--- src/rtl/vbi_status_latch.sv ---
module vbi_status_latch #(
  parameter int NB = 10
) (
  input  logic       clk,
  input  logic       rst_n,
  input  logic       field_in,
  input  logic       res_vld,
  input  logic [1:0] res_svc,
  input  logic       res_win_ok,
  input  logic       res_par_ok,
  input  logic       res_crc_ok,
  input  logic       byte_we,
  input  logic [3:0] byte_idx,
  input  logic [7:0] byte_val,
  input  logic       crc_en_we,
  input  logic       crc_en_wd,
  input  logic [3:0] rd_addr,
  output logic [7:0] rd_data
);
  localparam logic [3:0] CTL_ADDR = 4'(NB + 1);

  logic [2:0]           fsync;
  logic                 xfer;
  logic                 crc_en;
  logic                 hit;
  logic [3:0]           sh_flag, hs_flag;
  logic [NB-1:0][7:0]   sh_byte, hs_byte;

  assign xfer = fsync[1] & ~fsync[2];

  always_comb begin
    hit = 1'b0;
    if (res_vld) begin
      if (res_svc == 2'd3) hit = crc_en ? res_crc_ok : res_win_ok;
      else                 hit = res_win_ok & res_par_ok;
    end
  end

  always_ff @(posedge clk) begin
    if (!rst_n) begin
      fsync   <= '0;
      crc_en  <= 1'b1;
      sh_flag <= '0;
      hs_flag <= '0;
      sh_byte <= '0;
      hs_byte <= '0;
    end else begin
      fsync <= {fsync[1:0], field_in};
      if (crc_en_we) crc_en <= crc_en_wd;
      sh_flag <= (xfer ? 4'b0 : sh_flag) | (hit ? 4'(1 << res_svc) : 4'b0);
      if (xfer) begin
        hs_flag <= sh_flag;
        hs_byte <= sh_byte;
      end
      if (byte_we && byte_idx < 4'(NB)) sh_byte[byte_idx] <= byte_val;
    end
  end

  always_comb begin
    rd_data = 8'h00;
    if (rd_addr == 4'd0)                          rd_data = {4'b0, hs_flag};
    else if (rd_addr <= 4'(NB))                   rd_data = hs_byte[rd_addr - 4'd1];
    else if (rd_addr == CTL_ADDR)                 rd_data = {7'b0, crc_en};
  end


  host_hold_chk: assert property (@(posedge clk) disable iff (!rst_n)
    !xfer |=> ($stable(hs_flag) && $stable(hs_byte)));


  host_load_chk: assert property (@(posedge clk) disable iff (!rst_n)
    xfer |=> (hs_flag == $past(sh_flag) && hs_byte == $past(sh_byte)));


  par_win_chk: assert property (@(posedge clk) disable iff (!rst_n)
    (res_vld && res_svc != 2'd3 && !(res_win_ok && res_par_ok) && !xfer)
      |=> sh_flag[$past(res_svc)] == $past(sh_flag[res_svc]));


  crc_gate_chk: assert property (@(posedge clk) disable iff (!rst_n)
    (res_vld && res_svc == 2'd3 && crc_en && !res_crc_ok && !sh_flag[3] && !xfer)
      |=> !sh_flag[3]);


  field_clear_chk: assert property (@(posedge clk) disable iff (!rst_n)
    (xfer && !res_vld) |=> sh_flag == 4'b0);


  status_hi_chk: assert property (@(posedge clk) disable iff (!rst_n)
    rd_addr == 4'd0 |-> rd_data[7:4] == 4'b0);
endmodule

--- config.mk ---
export PLATFORM = sky130hd
export DESIGN_NAME = vbi_status_latch
export DESIGN_NICKNAME = d
export VERILOG_FILES = /design/src/rtl/vbi_status_latch.sv
export SDC_FILE = /design/constraint.sdc
export NUM_CORES = 1
export LEC_CHECK = 0
export BUFFER_PORTS_ARGS = -buffer_cell sky130_fd_sc_hd__buf_2
export CORE_MARGIN = 8
export CORE_UTILIZATION = 55
export DETAILED_ROUTE_END_ITERATION = 8
export PLACE_DENSITY = 0.69
export SLEW_MARGIN = 20
export SYNTH_ARGS = -nofsm -noshare
export SYNTH_HDL_FRONTEND = slang
export SYNTH_SLANG_ARGS = --single-unit
--- constraint.sdc ---
create_clock -name clk -period 2.52 [get_ports clk]
set_input_delay 0.252 -clock clk [delete_from_list [all_inputs] [get_ports clk]]
set_output_delay 0.252 -clock clk [all_outputs]
set_load 0.005 [all_outputs]
Word-level counts from Yosys, hierarchy flattened
Cells that the tools add are included.
- register bits after elaboration: 172
- word-level logic and storage cells: 53
- input port bits: 28
- reductions and logical operators: 3
- $lt $le $gt $ge: 5
- shift operators: 1
- add/subtract/negate cells: 1
- equality and inequality tests: 2
- multiplexer cells: 13
- bitwise logic cells: 4
- operator list (kind ; count):
    80-bit bitwise mux ; 1
    8-bit binary-select mux with 4-bit select ; 1
    8-bit demux with 4-bit select ; 1
    8-bit 2-to-1 mux ; 4
    4-bit by 5-bit < comparator with 1-bit output, second input constant ; 2
    4-bit 2-to-1 mux ; 2
    4-bit == test, second input constant ; 1
    4-bit by 1-bit >= comparator with 1-bit output, second input constant ; 1
    4-bit less-or-equal comparator, second input constant ; 1
    4-bit logical NOT ; 1
    4-bit < comparator, second input constant ; 1
    1-bit 2-to-1 mux ; 4
    4-bit bitwise OR ; 1
    1-bit by 2-bit << shifter with 4-bit output, first input constant ; 1
    4-bit by 1-bit subtractor with 4-bit output, second input constant ; 1
    1-bit bitwise AND ; 2
    2-bit == test, second input constant ; 1
    1-bit logical AND ; 2
    1-bit inverter ; 1

Longest topological paths before layout
- word-level depth: 5
- depth in mapped cells: 10
- mapped depth without buffers: 6

Least setup slack after synthesis
OpenSTA, ideal clock, no wires.
- kind: input to output
- start: input port rd_addr[0]
- end: output port rd_data[1]
- path slack: 219 ps
- buffers on the path: 3
- arrival: 2049 ps
- required time: 2268 ps
- stages: 9
- cell sequence: buf_6 buf_6 buf_6 inv_1 ha_1 xnor2_1 nand2_1 or3_1 o221ai_1
- word-level cells in the longest chain between the ends: 5
- elaborated cells between the ends (all ways): 7
- those cells by class: add/sub: 1; order compare: 1; mux: 4; reduce/logical: 1
- RTL lines (item ; RTL line ; text):
    start, declared ; 17 ; input logic [3:0] rd_addr,
    4-bit by 1-bit subtractor with 4-bit output ; 62 ; else if (rd_addr <= 4'(NB)) rd_data = hs_byte[rd_addr - 4'd1];
    8-bit binary-select mux with 4-bit select ; 62 ;
    8-bit 2-to-1 mux (not written as such) ; 62 ;
    8-bit 2-to-1 mux ; 62 ;
    8-bit 2-to-1 mux * ; 61 ; if (rd_addr == 4'd0) rd_data = {4'b0, hs_flag};
    end, declared ; 18 ; output logic [7:0] rd_data
Mark *: on every way between the ends. The rest lies on a longest branch, timed or not. The select of a mux whose other input is x is not followed.

Worst setup path after layout
- start: input port rd_addr[1]
- end: output port rd_data[2]
The elaborated chain is that of the path after synthesis.

==> impl_metrics.tcl <==
set metrics [dict create \
    vdd_drop_max_uv 505 \
    cp_top_family "buffers and inverters" \
    max-cap-violations 0 \
    grt_pass1_wl_um 27400 \
    rsz0062_at_grt "no" \
    ant_nets 0 \
    multiInputGateArea_um2 3640 \
    drc 0 \
    synth_nets 798 \
    worstMarginPinSlew_ns 0.712 \
    syn_avg_cell_area_um2 9.58 \
    timing.critical_path.slowest_stage_cell "or3_1" \
    insertion_delay_ns 0.42 \
    whs_ns 0.0494 \
    postCtsSetupRepairBufs 0 \
    cts_root_buffer "clkbuf_16" \
    ios 36 \
    drtIter0Drc 285 \
    synthesis.area_um2 7350 \
    clock_path_buffers 2 \
    grt_max_degree 85 \
    antenna_found_initial 2 \
    drv_slew 0 \
    critPathMaxStageDelay_ns 0.37 \
    yosys.cell_count.top_type "nand2_1" \
    fmax_mhz 461 \
    synthCells 767 \
    slew_headroom 0.525 \
    hold_class "input pin to flip-flop" \
    pre_cts_ws_ns 0.321 \
    path_class "input pin to output port" \
    path_cells "buf_2, inv_1, ha_1, xnor2_1, buf_4, nand2_1, or3_1, o221ai_1, buf_2" \
    cts_tree "yes" \
    ys_warn_count 0 \
    ys_types 42 \
    n_antenna_cell 0 \
    p_per_area_nw_per_um2 707 \
    gp_congestion 0.829 \
    finalHoldViolCount 0 \
    async_flop_share 0 \
    port_buffers 35 \
    critPathBufInv 4 \
    yosys_most_used_dff "dfxtp_1" \
    yosysSeqAreaShare 0.469 \
    rows 42 \
    fp.dieArea_um2 17300 \
    start_util 0.559 \
    synth_edf_count 0 \
    fin_util 0.627 \
    critical_path_arrival_ns 1.92 \
    fin_crit_sh 0.860 \
    cp-end-kind "output port" \
    cts_resized 0 \
    dr_total_vias 5193 \
    hpwl_um 11100 \
    grt_pass1_vias 5136 \
    crit_required_ns 2.27 \
    dr.pass1.iters 5 \
    p_leak_nw 2.95 \
    post_drt_wl_per_cell_um 17.3 \
    syn_to_final_growth_pct 12.1 \
    synthTopCellsByCount "nand2_1, dfxtp_1, a21boi_0, mux2i_1, nor2b_1" \
    cts.sinks 172 \
    status "completed" \
    nets 805 \
    ys_ff_latch 172 \
    track_usage 0.199 \
    grt-ovfl-total 0 \
    h-tree-depth 4 \
    fin_tns_setup_ns 0 \
    cp-start-kind "input pin" \
    worst_slack_ns 0.352 \
    cts.clk_slew.worst_paths_ns 0.06 \
    finClkSkew_ns 0.00758 \
    die_h_um 132 \
    numCtsBuffers 17 \
    fillers 1105 \
    viasPerCell 5.39 \
    synth_area_leader_cell "dfxtp_1" \
    synthTopCellsByArea "dfxtp_1, mux2i_1, nand2_1" \
    die_w_um 132 \
    crit_top_cell "buf_2" \
    synth_top_area_frac 0.469 \
    register_area_um2 3440 \
    hold_buffers 0 \
    drt-total-wl_um 16600 \
    min_period_ns 2.17 \
    layout-drive-gt1-share 0.139 \
    core_area_um2 13100 \
    cp_max_fo 7 \
    finalSetupViolCount 0 \
]
==> registers in the layout, summed over array words and instances (netlist names) <==
signal and flops:
sh_byte 80, hs_byte 80, hs_flag 4, fsync 3, sh_flag 4, crc_en 1
==> placed cells by master (no fill, tap or decap), types with 8 or more instances in the layout <==
| cell type | count |
|---|---|
| dfxtp_1 | 172 |
| buf_2 | 34 |
| buf_4 | 10 |
| clkbuf_16 | 17 |
| nand2_1 | 196 |
| a21boi_0 | 93 |
| nor2b_1 | 76 |
| nand3_1 | 8 |
| mux2i_1 | 80 |
| mux4_2 | 16 |
==> power breakdown <==
| group | switching (W) | internal, W |
|---|---|---|
| combinational | 0.000209 | 0.000143 |
| clock | 0.00104 | 0.00168 |
| sequential | 0.0000130 | 0.00274 |
==> worst register-to-register path, delay by kind of cell (launching register included) <==
family	cells	cell delay (ns)
AO/OA/AOI/OAI	1	0.20
buffers and inverters	1	0.35
flip-flops	1	0.37
AND/OR/NAND/NOR	2	0.59
==> cell families (layout without fill, tap and decap cells) <==
| group | after synthesis | count (layout) | share of synthesized area |
|---|---|---|---|
| compound gates | 113 | 113 | 0.116 |
| xor+xnor | 3 | 3 | 0.00358 |
| fa+ha+maj | 3 | 3 | 0.00511 |
| buf+inv | 63 | 83 | 0.0375 |
| flops | 172 | 172 | 0.469 |
| mux | 101 | 101 | 0.166 |
| simple gates | 312 | 312 | 0.203 |
==> final cells by class <==
cell class	count	area share
clock inverters	11	0.0202
well taps	176	0.0267
clock buffers	21	0.0547
inverters	4	0.00182
repair buffers	47	0.0371
multi-input cells	532	0.442
flip-flops and latches	172	0.418
==> routing by layer <==
layer | GRT usage | share of wire | vias up
met5 | 0 | 0.0016 | -
met4 | 0.0645 | 0.010 | 4
met3 | 0.0553 | 0.048 | 16
met2 | 0.336 | 0.50 | 78
met1 | 0.239 | 0.43 | 2509
li1 | - | - | 2586
==> per-stage QoR <==
step / cells / total power, W / cell area, um^2
final: 963 / 0.00583 / 8240
after global routing: 963 / 0.00602 / 8240
after CTS: 963 / 0.00587 / 8240
after detailed placement: 931 / 0.00317 / 7620
after global placement: 931 / 0.00316 / 7620
after floorplan: 767 / 0.00306 / 7350
==> path summary, 6_finish.rpt <==
path	start	end	slack, ns	cells past startpoint
setup reg to reg	fsync[2]	hs_byte[35]	0.93	4
hold / removal	field_in	fsync[0]	0.05	2
setup / recovery	rd_addr[1]	rd_data[2]	0.35	9
hold reg to reg	fsync[0]	fsync[1]	0.44	1
(Power assumes the default switching activity.)
